`src/rtl/dmic_pkg.sv`:
```
package dmic_pkg;

  typedef enum logic [3:0] {
    K_NONE, K_IRQ_ST, K_FIQ_ST, K_PEND, K_ROUTE, K_EN_SET, K_EN_CLR,
    K_SW_SET, K_SW_CLR, K_SENSE, K_BOTH, K_POL, K_EDGE_CLR, K_EDGE_ST
  } reg_kind_e;

  typedef struct packed {
    reg_kind_e kind;
    logic      upper;
  } reg_sel_t;

  localparam logic [7:0] WIDE_BASE = 8'h80;

  function automatic reg_sel_t decode(input logic [7:0] a);
    reg_sel_t r;
    logic [7:0] key;
    r.kind  = K_NONE;
    r.upper = 1'b0;
    if (a < WIDE_BASE) begin
      unique case (a)
        8'h00:   r.kind = K_IRQ_ST;
        8'h04:   r.kind = K_FIQ_ST;
        8'h08:   r.kind = K_PEND;
        8'h0C:   r.kind = K_ROUTE;
        8'h10:   r.kind = K_EN_SET;
        8'h14:   r.kind = K_EN_CLR;
        8'h18:   r.kind = K_SW_SET;
        8'h1C:   r.kind = K_SW_CLR;
        8'h24:   r.kind = K_SENSE;
        8'h28:   r.kind = K_BOTH;
        8'h2C:   r.kind = K_POL;
        8'h38:   r.kind = K_EDGE_CLR;
        default: r.kind = K_NONE;
      endcase
    end else begin
      r.upper = a[2];
      key     = a & 8'hFB;
      unique case (key)
        8'h80:   r.kind = K_IRQ_ST;
        8'h88:   r.kind = K_FIQ_ST;
        8'h90:   r.kind = K_PEND;
        8'h98:   r.kind = K_ROUTE;
        8'hA0:   r.kind = K_EN_SET;
        8'hA8:   r.kind = K_EN_CLR;
        8'hB0:   r.kind = K_SW_SET;
        8'hB8:   r.kind = K_SW_CLR;
        8'hC0:   r.kind = K_SENSE;
        8'hC8:   r.kind = K_BOTH;
        8'hD0:   r.kind = K_POL;
        8'hD8:   r.kind = K_EDGE_CLR;
        8'hE0:   r.kind = K_EDGE_ST;
        default: r.kind = K_NONE;
      endcase
    end
    return r;
  endfunction

  // Places a 32-bit bus word into the addressed half of a 64-bit register.
  function automatic logic [63:0] place_word(input logic [31:0] w, input logic upper);
    return upper ? {w, 32'h0} : {32'h0, w};
  endfunction

endpackage

```
`src/rtl/dmic_capture.sv`:
```
module dmic_capture #(
  parameter int unsigned NSRC = 51
) (
  input  logic            clk,
  input  logic            rst_n,
  input  logic [NSRC-1:0] src_in,
  input  logic [NSRC-1:0] sense,
  input  logic [NSRC-1:0] both,
  input  logic [NSRC-1:0] pol,
  input  logic [NSRC-1:0] clr_req,
  output logic [NSRC-1:0] pend
);
  logic [NSRC-1:0] src_q, rise, fall, hit, lvl, pend_n;

  assign rise   = src_in & ~src_q;
  assign fall   = ~src_in & src_q;
  assign hit    = (rise & (pol | both)) | (fall & (~pol | both));
  assign lvl    = ~(src_in ^ pol);
  // A fresh edge wins over a clear taken at the same edge.
  assign pend_n = (sense & lvl) | (~sense & ((pend & ~clr_req) | hit));

  always_ff @(posedge clk) begin
    if (!rst_n) begin
      src_q <= '0;
      pend  <= '0;
    end else begin
      src_q <= src_in;
      pend  <= pend_n;
    end
  end
endmodule

```
`src/rtl/dmic_cfg.sv`:
```
module dmic_cfg
  import dmic_pkg::*;
#(
  parameter int unsigned     NSRC      = 51,
  parameter int unsigned     TOP_EVT   = 4,
  parameter logic [NSRC-1:0] EVENT_RST = '1
) (
  input  logic            clk,
  input  logic            rst_n,
  input  logic            wr_en,
  input  reg_kind_e       kind,
  input  logic            upper,
  input  logic [31:0]     wdata,
  output logic [NSRC-1:0] route,
  output logic [NSRC-1:0] enable,
  output logic [NSRC-1:0] pol
);
  localparam logic [NSRC-1:0] POL_FIXED = {{TOP_EVT{1'b0}}, {(NSRC-TOP_EVT){1'b1}}};

  logic [NSRC-1:0] dvec, mvec, pol_n;
  logic            pol_ok;

  assign dvec   = NSRC'(place_word(wdata, upper));
  assign mvec   = NSRC'(place_word(32'hFFFF_FFFF, upper));
  assign pol_n  = (pol & ~mvec) | dvec;
  assign pol_ok = ((pol_n ^ pol) & POL_FIXED) == '0;

  always_ff @(posedge clk) begin
    if (!rst_n) begin
      route  <= '0;
      enable <= '0;
      pol    <= EVENT_RST;
    end else if (wr_en) begin
      unique case (kind)
        K_ROUTE:  route  <= (route & ~mvec) | dvec;
        K_EN_SET: enable <= enable | dvec;
        K_EN_CLR: enable <= enable & ~dvec;
        K_POL:    if (pol_ok) pol <= pol_n;
        default:  ;
      endcase
    end
  end
endmodule

```
`src/rtl/dmic_readback.sv`:
```
module dmic_readback
  import dmic_pkg::*;
#(
  parameter int unsigned NSRC = 51
) (
  input  reg_kind_e       kind,
  input  logic            upper,
  input  logic            is_write,
  input  logic [NSRC-1:0] pend,
  input  logic [NSRC-1:0] route,
  input  logic [NSRC-1:0] enable,
  input  logic [NSRC-1:0] sense,
  input  logic [NSRC-1:0] both,
  input  logic [NSRC-1:0] pol,
  output logic [31:0]     word,
  output logic            illegal
);
  logic [NSRC-1:0] val;

  always_comb begin
    unique case (kind)
      K_IRQ_ST:  val = pend & ~route & enable;
      K_FIQ_ST:  val = pend & route & enable;
      K_PEND:    val = pend;
      K_ROUTE:   val = route;
      K_EN_SET:  val = enable;
      K_SENSE:   val = sense;
      K_BOTH:    val = both;
      K_POL:     val = pol;
      K_EDGE_ST: val = pend & ~sense;
      default:   val = '0;
    endcase
  end

  assign word = upper ? 32'(val >> 32) : val[31:0];

  always_comb begin
    if (is_write)
      illegal = kind inside {K_IRQ_ST, K_FIQ_ST, K_PEND, K_SENSE, K_BOTH, K_EDGE_ST};
    else
      illegal = kind inside {K_EN_CLR, K_SW_CLR, K_EDGE_CLR};
  end
endmodule

```
`src/rtl/dmic_top.sv`:
```
module dmic_top
  import dmic_pkg::*;
#(
  parameter int unsigned     NSRC      = 51,
  parameter int unsigned     TOP_EVT   = 4,
  parameter logic [NSRC-1:0] LEVEL_SRC = NSRC'(64'hFFFF_0000),
  parameter logic [NSRC-1:0] BOTH_SRC  = NSRC'(64'h4),
  parameter logic [NSRC-1:0] EVENT_RST = ~NSRC'(64'h2_0002)
) (
  input  logic            clk,
  input  logic            rst_n,
  input  logic            req_valid,
  input  logic            req_write,
  input  logic [7:0]      req_addr,
  input  logic [31:0]     req_wdata,
  output logic            rsp_valid,
  output logic [31:0]     rsp_data,
  output logic            rsp_err,
  input  logic [NSRC-1:0] src_in,
  output logic            irq,
  output logic            fiq
);
  reg_sel_t        dec;
  logic            wr_en;
  logic [NSRC-1:0] pend_q, route_q, enable_q, pol_q, edge_clr;
  logic [31:0]     rd_word;
  logic            rd_illegal;

  assign dec      = decode(req_addr);
  assign wr_en    = req_valid && req_write;
  assign edge_clr = (wr_en && dec.kind == K_EDGE_CLR)
                    ? NSRC'(place_word(req_wdata, dec.upper)) : '0;

  dmic_capture #(.NSRC(NSRC)) u_cap (
    .clk(clk), .rst_n(rst_n), .src_in(src_in), .sense(LEVEL_SRC),
    .both(BOTH_SRC), .pol(pol_q), .clr_req(edge_clr), .pend(pend_q)
  );

  dmic_cfg #(.NSRC(NSRC), .TOP_EVT(TOP_EVT), .EVENT_RST(EVENT_RST)) u_cfg (
    .clk(clk), .rst_n(rst_n), .wr_en(wr_en), .kind(dec.kind),
    .upper(dec.upper), .wdata(req_wdata), .route(route_q),
    .enable(enable_q), .pol(pol_q)
  );

  dmic_readback #(.NSRC(NSRC)) u_rb (
    .kind(dec.kind), .upper(dec.upper), .is_write(req_write),
    .pend(pend_q), .route(route_q), .enable(enable_q), .sense(LEVEL_SRC),
    .both(BOTH_SRC), .pol(pol_q), .word(rd_word), .illegal(rd_illegal)
  );

  always_ff @(posedge clk) begin
    if (!rst_n) begin
      rsp_valid <= 1'b0;
      rsp_data  <= '0;
      rsp_err   <= 1'b0;
    end else begin
      rsp_valid <= req_valid;
      rsp_data  <= (req_valid && !req_write) ? rd_word : '0;
      rsp_err   <= req_valid && rd_illegal;
    end
  end

  assign irq = |(pend_q & ~route_q & enable_q);
  assign fiq = |(pend_q & route_q & enable_q);
endmodule

```
`config.mk`:
```
export PLATFORM = sky130hd
export DESIGN_NAME = dmic_top
export DESIGN_NICKNAME = d
export VERILOG_FILES = /design/src/rtl/dmic_pkg.sv /design/src/rtl/dmic_capture.sv /design/src/rtl/dmic_cfg.sv /design/src/rtl/dmic_readback.sv /design/src/rtl/dmic_top.sv
export SDC_FILE = /design/constraint.sdc
export NUM_CORES = 1
export LEC_CHECK = 0
export ABC_AREA = 1
export BUFFER_PORTS_ARGS = -buffer_cell sky130_fd_sc_hd__buf_2
export CAP_MARGIN = 20
export CELL_PAD_IN_SITES_DETAIL_PLACEMENT = 0
export CELL_PAD_IN_SITES_GLOBAL_PLACEMENT = 1
export CORE_ASPECT_RATIO = 1.25
export CORE_MARGIN = 3
export CORE_UTILIZATION = 40
export CTS_CLUSTER_SIZE = 40
export DETAILED_ROUTE_END_ITERATION = 10
export HOLD_SLACK_MARGIN = 0.05
export PLACE_DENSITY_LB_ADDON = 0.1
export SETUP_SLACK_MARGIN = 0.15
export SYNTH_ARGS = -nofsm -noshare
export SYNTH_HDL_FRONTEND = slang
export SYNTH_SLANG_ARGS = --single-unit
```
`constraint.sdc`:
```
create_clock -name clk -period 2.8 [get_ports clk]
set_clock_uncertainty 0.2 [all_clocks]
set_input_delay 0.14 -clock clk [delete_from_list [all_inputs] [get_ports clk]]
set_output_delay 0.14 -clock clk [all_outputs]
set_load 0.03 [all_outputs]
```
==> flow_summary.toml <==
[die]
start_util_pct = 40.64
die_area_mm2 = 0.04025
fp.dieH_um = 223.5
core_mm2 = 0.03726
ioPinCount = 131
rows = 79
die_width_um = 180.0

[sta]
layout_min_cycle_time_ns = 2.582
fin_setup_tns_ns = 0
slew_headroom_pct = 52.69
rsz0062_at_grt = "false"
drv_slew = 0
holdWs_ns = 0.1056
setup_viol = 0
hold_violations = 0
period_share_pct = 92.21
worstMarginPinSlew_ns = 0.7080
fmax_ghz = 0.3873

[finish]
drive_above_1_share_pct = 11.66
area_growth_pct = 22.85
antenna_cells = 0
layout.nets = 2723

[placed_design]
io_buffers = 130
gp_congestion = 0.8918
dpl.hpwl_um = 41510

[pwr]
vdd_ir_drop_max_uv = 472.0
totalPowerFinal_mw = 9.489
power_per_cell_area_mw_per_mm2 = 510.0
leakage_nw = 8.872

[logic_synthesis]
synth-edff-count = 0
ys_ff_latch = 273
ys_seq_area_share_pct = 36.09
synth_area_per_cell_um2 = 6.248
ys_types = 37
ys.flop_type = "dfxtp_1"
synthesis.nets = 2519
synth_commonest_cells = "nand2_1, inv_1, nor2_1, dfxtp_1, nand3_1"
ys_top_cells_by_area = "dfxtp_1, nand2_1, inv_1"
yosys_warnings = 0
synthesis.area_mm2 = 0.01514
synthCells = 2424
yosysMostFrequentCell = "nand2_1"
ys_async_sr_fraction_pct = 0
yosysTopAreaCell = "dfxtp_1"
synthDominantCellAreaShare_pct = 36.09

[detailed_routing]
drt_iter0_markers = 1477
vias = 16700
ant_nets = 0
dr.pass1.iters = 6
viasPerCell = 5.324
routedWlPerCell_um = 19.08
drc = 0
wl_um = 59860

[status]
outcome = "complete, no violations"

[global_routing]
grt_pass1_vias = 15590
grt_max_degree = 89
grt_pass1_wl_um = 91040
grtUsageTotal_pct = 28.75
grt_antenna_before_repair = 0
overflow = 0

[worst_setup_path]
worstPathArrival_ns = 2.24
crit_fanout = 3
end_kind = "output pin"
required_ns = 2.46
cp_top_family = "simple AND/OR/NAND/NOR gates"
worst_path_most_repeated_cell = "inv_1"
cpMaxStageDelayCell = "nor4_1"
worstSetupPathType = "reg2out"
path_buf_inv = 3
r2r_slack_ns = 0.51
path_cells = "inv_1 > nand3_1 > inv_1 > nor4_1 > nand4_1 > nor2_1 > nand2_1 > buf_2"
startpoint_type = "flip-flop"
critPathMaxStageDelay_ns = 0.39

[flow_run]
drv_cap = 0

[cts]
numCtsBuffers = 34
htreeDepth = 2
cts-root-buf = "clkbuf_16"
clockBufferDepth = 3
cts_tree = "built"
postCtsSetupBuffers = 0
clock_latency_ns = 0.53
clock_sinks = 273
clk_pin_slew_ns = 0.06

[worst_hold_path]
hp-class = "in2reg"
==> stage by stage <==
stage               instances  setup WS, ns  utilization, %  area, um2
finish                   3137        0.2182           49.93      18610
global placement         2983        0.2164           44.23      16480
global route             3137        0.1809           49.93      18610
CTS                      3137        0.1691           49.81      18560
floorplan                2424        0.8243               -      15140
detailed placement       2983        0.1791           44.23      16480
==> per-layer routing <==
metal | part of all wire (%) | GRT usage, % | vias to the layer above
met5 | 0 | 0 | -
met4 | 3.3 | 9.636 | 0
met3 | 6.1 | 3.768 | 113
met2 | 49 | 50.90 | 643
met1 | 42 | 36.27 | 7777
li1 | - | - | 8169
==> logic make-up after synthesis <==
group | Yosys count | synth area share [%]
AOI/OAI and AO/OA | 341 | 11.37
xor gates and xnor gates | 17 | 0.9831
buffers and inverters | 445 | 12.38
DFF | 273 | 36.09
and+or+nand+nor | 1348 | 39.19
==> final cells by class <==
cell class | instances | area (um2)
sequential | 273 | 5465
timing repair buffer | 286 | 2325
clock buffer | 51 | 996.0
tap | 486 | 608.1
clock inverter | 8 | 127.6
fill | 3921 | 18660
inverter | 327 | 1235
multi-input combinational | 1706 | 7849
==> worst min-delay path: stages <==
cell and delay [ns]:
buf_2 0.15, nand2_4 0.12, inv_6 0.09, nand2_1 0.08, o21ai_0 0.09, a21oi_1 0.11
==> power by group <==
| group | switching (mW) | internal, mW |
|---|---|---|
| clock | 1.77 | 2.74 |
| sequential | 0.0718 | 3.97 |
| combinational | 0.606 | 0.332 |
| total | 2.44 | 7.04 |
==> cell usage in the layout, fill, tap and decap left out, types with 10 or more instances in the layout <==
| cell type | count |
|---|---|
| nor3_1 | 32 |
| nor4_1 | 10 |
| nand4_1 | 98 |
| buf_12 | 21 |
| nand2_1 | 639 |
| clkbuf_16 | 35 |
| nor2_1 | 287 |
| inv_1 | 312 |
| buf_4 | 41 |
| clkbuf_1 | 10 |
| o21ai_0 | 116 |
| inv_2 | 12 |
| o21ai_1 | 36 |
| buf_2 | 129 |
| dfxtp_1 | 273 |
| a21oi_1 | 183 |
| dlygate4sd3_1 | 95 |
| xor2_1 | 16 |
| nand2_2 | 11 |
| nand3_1 | 228 |
==> final timing paths <==
path / to / cells past startpoint / from
worst min register to register: u_cfg.pol[2] / 2 / u_cfg.pol[2]
worst max register to register: flip-flop / 12 / u_cfg.pol[18]
worst max-delay path: irq / 8 / flip-flop
worst min-delay path: u_cap.pend[32] / 6 / req_addr[2]
==> timing repair <==
action                                  CTS  global route
pin swaps                                 0             0
hold buffers                             95             0
gates resized for setup                   1            12
endpoints found under the hold margin   201             0
endpoints found under the setup margin    1             7
Note: power is estimated with default switching activity, not from simulation.
